`src/rtl/rail_blink_pkg.sv`:
```
package rail_blink_pkg;
  localparam int RAIL_COUNT  = 6;
  localparam int FRAME_SLOTS = 8;
  localparam int SLOT_W      = $clog2(FRAME_SLOTS);
  localparam int CODE_W      = $clog2(RAIL_COUNT + 1);

  typedef enum logic [1:0] {
    LED_DARK  = 2'b00,
    LED_POWER = 2'b01,
    LED_USER  = 2'b10,
    LED_LIT   = 2'b11
  } led_mode_e;

  // Strobes from the slot sequencer to the LED datapath
  typedef struct packed {
    logic              frameWrap;  // last slot ends on this edge
    logic [SLOT_W-1:0] slotIdx;    // current slot within the frame
  } slot_strb_t;
endpackage

```
`src/rtl/rail_blink_ctrl.sv`:
```
module rail_blink_ctrl
  import rail_blink_pkg::*;
#(
  parameter int SLOT_TICKS = 25
) (
  input  logic       clk,
  input  logic       rst,
  input  logic       tickEn,
  output slot_strb_t strb
);
  localparam int PRE_W = (SLOT_TICKS > 1) ? $clog2(SLOT_TICKS) : 1;
  localparam logic [PRE_W-1:0]  PRE_LAST  = PRE_W'(SLOT_TICKS - 1);
  localparam logic [SLOT_W-1:0] SLOT_LAST = SLOT_W'(FRAME_SLOTS - 1);

  logic [PRE_W-1:0]  preCnt;
  logic [SLOT_W-1:0] slotCnt;
  logic              slotAdv;

  assign slotAdv = tickEn && (preCnt == PRE_LAST);

  always_ff @(posedge clk) begin
    if (rst) begin
      preCnt  <= '0;
      slotCnt <= '0;
    end else if (tickEn) begin
      if (preCnt == PRE_LAST) begin
        preCnt  <= '0;
        slotCnt <= (slotCnt == SLOT_LAST) ? '0 : slotCnt + 1'b1;
      end else begin
        preCnt <= preCnt + 1'b1;
      end
    end
  end

  always_comb begin
    strb.slotIdx   = slotCnt;
    strb.frameWrap = slotAdv && (slotCnt == SLOT_LAST);
  end
endmodule

```
`src/rtl/rail_blink_dp.sv`:
```
module rail_blink_dp
  import rail_blink_pkg::*;
#(
  parameter int SYNC_STAGES = 2
) (
  input  logic                  clk,
  input  logic                  rst,
  input  logic [1:0]            modeSel,
  input  logic                  userLed,
  input  logic [RAIL_COUNT-1:0] railGood,
  input  slot_strb_t            strb,
  output logic                  ledOut
);
  logic [RAIL_COUNT-1:0] syncPipe [SYNC_STAGES];
  logic [CODE_W-1:0]     failCode;
  logic [CODE_W-1:0]     activeCode;
  logic                  powerLit;
  logic                  ledNext;

  // Synchronizer chain, reset to the all-good state
  always_ff @(posedge clk) begin
    if (rst) syncPipe[0] <= '1;
    else     syncPipe[0] <= railGood;
  end

  for (genvar s = 1; s < SYNC_STAGES; s++) begin : g_sync
    always_ff @(posedge clk) begin
      if (rst) syncPipe[s] <= '1;
      else     syncPipe[s] <= syncPipe[s-1];
    end
  end

  // Lowest failing index wins: scan from the top so it overwrites last
  always_comb begin
    failCode = '0;
    for (int i = RAIL_COUNT - 1; i >= 0; i--) begin
      if (!syncPipe[SYNC_STAGES-1][i]) failCode = CODE_W'(i + 1);
    end
  end

  always_ff @(posedge clk) begin
    if (rst)                 activeCode <= '0;
    else if (strb.frameWrap) activeCode <= failCode;
  end

  assign powerLit = (activeCode == '0) || (int'(strb.slotIdx) < int'(activeCode));

  always_comb begin
    unique case (led_mode_e'(modeSel))
      LED_DARK:  ledNext = 1'b0;
      LED_POWER: ledNext = powerLit;
      LED_USER:  ledNext = userLed;
      LED_LIT:   ledNext = 1'b1;
      default:   ledNext = 1'b0;
    endcase
  end

  always_ff @(posedge clk) begin
    if (rst) ledOut <= 1'b0;
    else     ledOut <= ledNext;
  end
endmodule

```
`src/rtl/rail_blink_led.sv`:
```
module rail_blink_led
  import rail_blink_pkg::*;
#(
  parameter int SLOT_TICKS = 25
) (
  input  logic                  clk,
  input  logic                  rst,
  input  logic [1:0]            modeSel,
  input  logic                  userLed,
  input  logic [RAIL_COUNT-1:0] railGood,
  input  logic                  tickEn,
  output logic                  ledOut
);
  slot_strb_t slotStrb;

  rail_blink_ctrl #(.SLOT_TICKS(SLOT_TICKS)) u_ctrl (
    .clk    (clk),
    .rst    (rst),
    .tickEn (tickEn),
    .strb   (slotStrb)
  );

  rail_blink_dp #(.SYNC_STAGES(2)) u_dp (
    .clk      (clk),
    .rst      (rst),
    .modeSel  (modeSel),
    .userLed  (userLed),
    .railGood (railGood),
    .strb     (slotStrb),
    .ledOut   (ledOut)
  );
endmodule

```
`config.mk`:
```
export PLATFORM = sky130hd
export DESIGN_NAME = rail_blink_led
export DESIGN_NICKNAME = d
export VERILOG_FILES = /design/src/rtl/rail_blink_pkg.sv /design/src/rtl/rail_blink_ctrl.sv /design/src/rtl/rail_blink_dp.sv /design/src/rtl/rail_blink_led.sv
export SDC_FILE = /design/constraint.sdc
export NUM_CORES = 1
export LEC_CHECK = 0
export BUFFER_PORTS_ARGS = -buffer_cell sky130_fd_sc_hd__buf_4
export CORE_ASPECT_RATIO = 1.5
export CORE_MARGIN = 4
export CORE_UTILIZATION = 50
export DETAILED_ROUTE_END_ITERATION = 10
export HOLD_SLACK_MARGIN = 0.05
export PLACE_DENSITY = 0.72
export SLEW_MARGIN = 15
export SYNTH_ARGS = -nofsm -noshare
export SYNTH_HDL_FRONTEND = slang
export SYNTH_HIERARCHICAL = 1
export SYNTH_SLANG_ARGS = --single-unit
```
`constraint.sdc`:
```
create_clock -name clk -period 2.01 [get_ports clk]
set_clock_uncertainty 0.05 [all_clocks]
set_input_delay 0.201 -clock clk [delete_from_list [all_inputs] [get_ports clk]]
set_output_delay 0.201 -clock clk [all_outputs]
set_load 0.1 [all_outputs]
```
**After elaboration in Yosys (flattened, before gate mapping)**

Memories as Yosys holds them, arrays and structs flattened.
Cells that the tools add are included.

- Logic and storage cells: 35
- Memories: 1
- Output and inout bits: 1
- Bits in writable memories: 12
- Input bits: 12
- Flip-flop bits (word level): 12

- Bitwise gates (word level): 2
- Mux-type cells: 14
- Magnitude comparators: 1
- Add/sub/neg operators: 2
- Reductions and logical operators: 6
- Eq/ne operators: 5

Memories:

| memory | depth | width | rd ports | clocked after Yosys merged registers in | wr ports | line | RTL |
|---|---|---|---|---|---|---|---|
| u_dp.syncPipe | 2 | 6 | 2 | 0 | 2 | rail_blink_dp.sv:14 | `logic [RAIL_COUNT-1:0] syncPipe [SYNC_STAGES];` |

Operator list:

| operator | count |
|---|---|
| $mux W3 | 7 |
| $mux W6 | 2 |
| $add A5 B1 Y5 const B | 1 |
| $eq A5 B5 Y1 const B | 1 |
| $mux W5 | 1 |
| $eq A2 B2 Y1 const B | 2 |
| $pmux W1 S4 | 1 |
| $add A3 B1 Y3 const B | 1 |
| $eq A3 B3 Y1 const B | 1 |
| $logic_not A3 Y1 | 1 |
| $lt A3 B3 Y1 | 1 |
| $mux W1 | 3 |
| $eq A2 B1 Y1 const B | 1 |
| $logic_and A1 B1 Y1 | 2 |
| $logic_not A2 Y1 | 1 |
| $or A1 B1 Y1 | 2 |
| $reduce_and A2 Y1 | 1 |
| $logic_or A1 B1 Y1 | 1 |

**Depth between registers and ports, before layout**

- Word-level depth: 6
- Depth in mapped cells: 7
- Depth with buffers taken out: 7

**By module**

Netlist, hierarchy kept.

Modules (own cells, without submodules):

| module | cells an instance | sequential area each (um^2) | area an instance (um^2) | instances |
|---|---|---|---|---|
| rail_blink_dp | 55 | 320.3 | 558.0 | 1 |
| rail_blink_ctrl | 44 | 160.2 | 444.2 | 1 |

**Worst setup path before layout**

No wires, ideal clock.

- Kind: flip-flop to flip-flop
- Start: reg u_ctrl.preCnt[0]
- End: reg u_dp.activeCode[2]
- Data required time: 1.894 ns
- Arrival: 1.468 ns
- Slack: 0.426 ns
- Cell stages (with the launch flop): 8
- Path through: dfxtp_1 > inv_1 > ha_1 > and4b_4 > and3_2 > nand2_1 > a311o_1 > a21oi_2

RTL lines:

| item | line | RTL |
|---|---|---|
| start, declared | rail_blink_ctrl.sv:15 | `logic [PRE_W-1:0] preCnt;` |
| start signal, assigned | rail_blink_ctrl.sv:30 | `preCnt <= preCnt + 1'b1;` |
| end signal, assigned | rail_blink_dp.sv:43 | `else if (strb.frameWrap) activeCode <= failCode;` |
| end, declared | rail_blink_dp.sv:16 | `logic [CODE_W-1:0] activeCode;` |

==> flow_results.org <==
** Power
- The analysis attributes to cell leakage a power of 0.5058 nW.
- Dividing total power by cell area gives a power density of 761.7 nW/µm².
- Total power :: 0.9187 mW
- IR analysis of the VDD net gives a maximum drop of 443.8 µV.

** Yosys
- Top cells by instance count after synthesis :: 24 x dfxtp_1, 12 x or2_2, 6 x ha_1, 6 x inv_1
- Simple-Gate Fraction of Synth Area :: 0.2697
- Measured against the total synthesized area, the mux share comes to 0.009988.
- Dominant combinational cell family by area after synthesis :: simple AND/OR/NAND/NOR gates
- Average cell area after synthesis :: 10.12 µm²
- dfxtp_1 is the most common cell in the netlist.
- Mapped Cells :: 99
- Sorting the synthesized cells by area gives the leading types as dfxtp_1 48%, ha_1 7.5%, or2_2 7.5%, nor3_2 3.0%, xor2_1 2.6%.
- Number of nets produced by synthesis :: 117
- Of all flip-flops after synthesis, the portion carrying an async set or reset was 0.
- The synthesized netlist occupies a cell area of 1002 µm².
- Top flip-flop cell by instance count after synthesis :: dfxtp_1
- Synthesized-area fraction occupied by adder cells :: 0.07491
- Yosys warning count :: 6
- Area fraction of the dominant cell type after synthesis :: 0.4794
- In this run, synthesis inferred 0 flip-flops with an integrated enable.
- Synth Area in Compound Gates :: 0.08365
- Of the total synthesized cell area, the portion taken by XOR and XNOR cells is 0.03496.
- Post-synthesis register bit count :: 24
- The biggest area contributor in the post-synthesis netlist is dfxtp_1.
- Netlist cell types :: 35
- For this run, the register share of the synthesized area comes to 0.4794.

** Setup path
- The worst setup path is captured at a register.
- Worst Setup Path Type :: reg -> reg
- Among cell families on the critical path, the largest total delay comes from simple AND/OR/NAND/NOR gates.
- Type of element launching the critical path :: register
- STA puts the critical path data arrival time at 1890 ps.
- For this design, the slowest cell found on the critical path is dfxtp_1.
- In this run the number of cells on the critical path is 7.
- Number of cells traversed by the worst register-to-register path :: 7
- Required time at the worst-slack endpoint :: 2210 ps
- The largest single stage delay on the critical path is 370 ps.
- In this run the worst path has a maximum fanout of 5.
- The number of buffers and inverters on the critical path is 1.
- Ordered list of cells on the worst path :: inv_1 -> ha_1 -> and4b_4 -> and3_2 -> nand2_1 -> a311o_1 -> a21oi_2

** Layout
- Multi-input gate area in the final layout :: 474.2 µm²
- At the end of the flow, the number of nets in the layout was 136.
- Registers take 480.5 µm².
- After filler insertion, the fill cell instance count of the layout stands at 166.
- The repair_antennas step left the layout with diodes totalling 0.
- Synth-to-Final Area Change :: 20.35%
- Of the cells placed in the final design, the portion with a size suffix greater than 1 is 0.3077.

** Run status
- The run finished with clean final reports.

** Floorplanning
- From bottom edge to top edge, the die measures 62.84 µm.
- Number of placement rows :: 19
- Initial Utilization :: 0.5336
- Overall die area :: 2800 µm²
- The core region is 1878 µm².
- In this run the count of I/O pins placed on the die edge is 13.
- The die is 44.56 µm wide.

** Global route
- Global-route wire length before repair :: 2.918 mm
- The number of antenna violations at the first check in global routing came to 0.
- Number of global-route vias before repair :: 726
- Entering global routing, the biggest net connects 29 pins.
- Total track usage :: 0.1363
- Overflow left after global routing :: 0

** STA
- The number of hold violations in the final report is 0.
- Count of endpoints failing setup in the final report :: 0
- Setup repair after global routing left no endpoint under its margin.
- Time the worst path needs with I/O delays and setup :: 1689 ps
- Static timing analysis puts the maximum clock frequency at 0.5921 GHz.
- Max-slew violation count :: 0
- In this run the tightest slew margin relative to its limit is 0.8190.
- Final cycle utilization of the critical path :: 0.8403
- At the pin with the least slew margin, the transition time is 271.4 ps.
- After routing, the total negative slack on setup checks comes to 0 ps.

** Detailed routing
- Initial DRC Count :: 6
- Average wire per cell in the routed design :: 12.00 µm
- Post-route DRC :: 0
- The final route contains 705 vias.
- After detailed routing, the number of vias per cell comes to 5.109.
- DRT Pass-1 Iters :: 4
- Post-detailed-route count of antenna-violating nets :: 0
- The routed design has 1.656 mm of wire.

** Clock network
- TritonCTS created 3 clock buffers.
- In this run the clock root is driven by a clkbuf_4.
- Number of post-CTS setup repair buffers :: 0
- Worst-skew pair later-pin latency :: 300 ps
- After clock tree synthesis, the clock-pin slew on the worst setup and hold paths is 130 ps.
- TritonCTS built the clock tree.
- Number of gates given a new drive strength after cts :: 0
- The clock net in this run drives a total of 24 sinks.
- CTS H-Tree Depth :: 1
- No sink is reached through more buffers than the 2 on the longest clock path.

** Place
- Hpwl dp :: 1.163 mm
- Port bufs :: 12
- The congestion estimate from routability-driven global placement came to 0.7613.

** Hold path
- Class of the tightest hold or removal check :: in -> reg
- The worst hold path passes through 3 cells.

** Flow run
- Max-cap violations in this run came to 0.
-- sequential cells by signal (all words and copies together) (netlist names) --
name and flops:
u_ctrl/preCnt 5, u_ctrl/slotCnt 3, u_dp/activeCode 3, u_dp/ledOut 1
u_dp/syncPipe 12
-- cells by family (layout without fill, tap and decap cells) --
group / count (synthesis) / after routing
AOI/OAI and AO/OA: 13 / 13
buffers and inverters: 10 / 28
adders and majority gates: 6 / 6
DFF: 24 / 24
xor gates and xnor gates: 4 / 4
and+or+nand+nor: 41 / 41
muxes: 1 / 1
-- metal layers --
layer	up-vias	share of wire	track usage
li1	370	-	-
met1	321	0.40	0.1350
met2	12	0.56	0.2554
met3	2	0.034	0.02594
met4	0	0.0060	0.05660
met5	-	0	0
-- tightest hold or removal path, cell delays in order --
cell and delay, ps:
buf_4 100, a21oi_1 100, a211oi_1 50
-- area by class of cell --
class	instances	area share
sequential	24	0.3983
multi-input combinational	65	0.3932
timing repair buffer	18	0.1245
clock inverter	1	0.02490
tap	21	0.02178
clock buffer	3	0.01867
inverter	6	0.01867
-- placed cells by master, fill, tap and decap left out, types with 2 or more instances in the layout --
master | Yosys | final
dfxtp_1 | 24 | 24
buf_4 | 0 | 12
or2_2 | 12 | 12
dlygate4sd3_1 | 0 | 6
inv_1 | 6 | 6
ha_1 | 6 | 6
nand2b_1 | 4 | 4
nand2_1 | 4 | 4
clkbuf_4 | 0 | 3
nor3_2 | 3 | 3
o21ai_1 | 3 | 3
xor2_1 | 3 | 3
nor2_1 | 3 | 3
nand3_1 | 2 | 2
nor3_1 | 2 | 2
nand4_1 | 2 | 2
nor2b_1 | 2 | 2
a21oi_1 | 2 | 2
o21ai_0 | 2 | 2
-- final timing paths --
| kind | start | slack [ps] | endpoint |
|---|---|---|---|
| worst min register to register | u_dp/syncPipe[0][5]$_SDFF_PP1_ | 370 | u_dp/syncPipe[1][5]$_SDFF_PP1_ |
| worst min-delay path | modeSel[0] | 140 | u_dp/ledOut$_SDFF_PP0_ |
| worst max-delay path | u_ctrl/preCnt[0]$_SDFFE_PP0P_ | 320 | u_dp/activeCode[2]$_SDFFE_PP0P_ |
| worst max register to register | u_ctrl/preCnt[0]$_SDFFE_PP0P_ | 320 | u_dp/activeCode[2]$_SDFFE_PP0P_ |
-- per-stage QoR --
| stage | utilization | hold WS [ps] | std cells | worst slack, ps | area (µm²) |
|---|---|---|---|---|---|
| 2_1_floorplan | - | 254.8 | 99 | 426.0 | 1002 |
| 3_3_place_gp | 0.5823 | 336.2 | 128 | 391.5 | 1094 |
| 3_5_place_dp | 0.5823 | 338.4 | 128 | 345.3 | 1094 |
| 4_1_cts | 0.6422 | 134.0 | 138 | 313.1 | 1206 |
| 5_1_grt | 0.6422 | 144.7 | 138 | 242.3 | 1206 |
| 6_report | 0.6422 | 144.0 | 138 | 321.0 | 1206 |
-- power by group --
group	internal, mW	switching (mW)	leakage (nW)
logic	0.0419	0.0374	0.281
clock network	0.201	0.137	0.0279
registers	0.493	0.00868	0.197
-- timing repair --
action	CTS	global route
setup endpoints to repair	0	0
hold endpoints to repair	6	0
hold buffers	6	0
No activity file was read; power rests on OpenSTA's default activity.
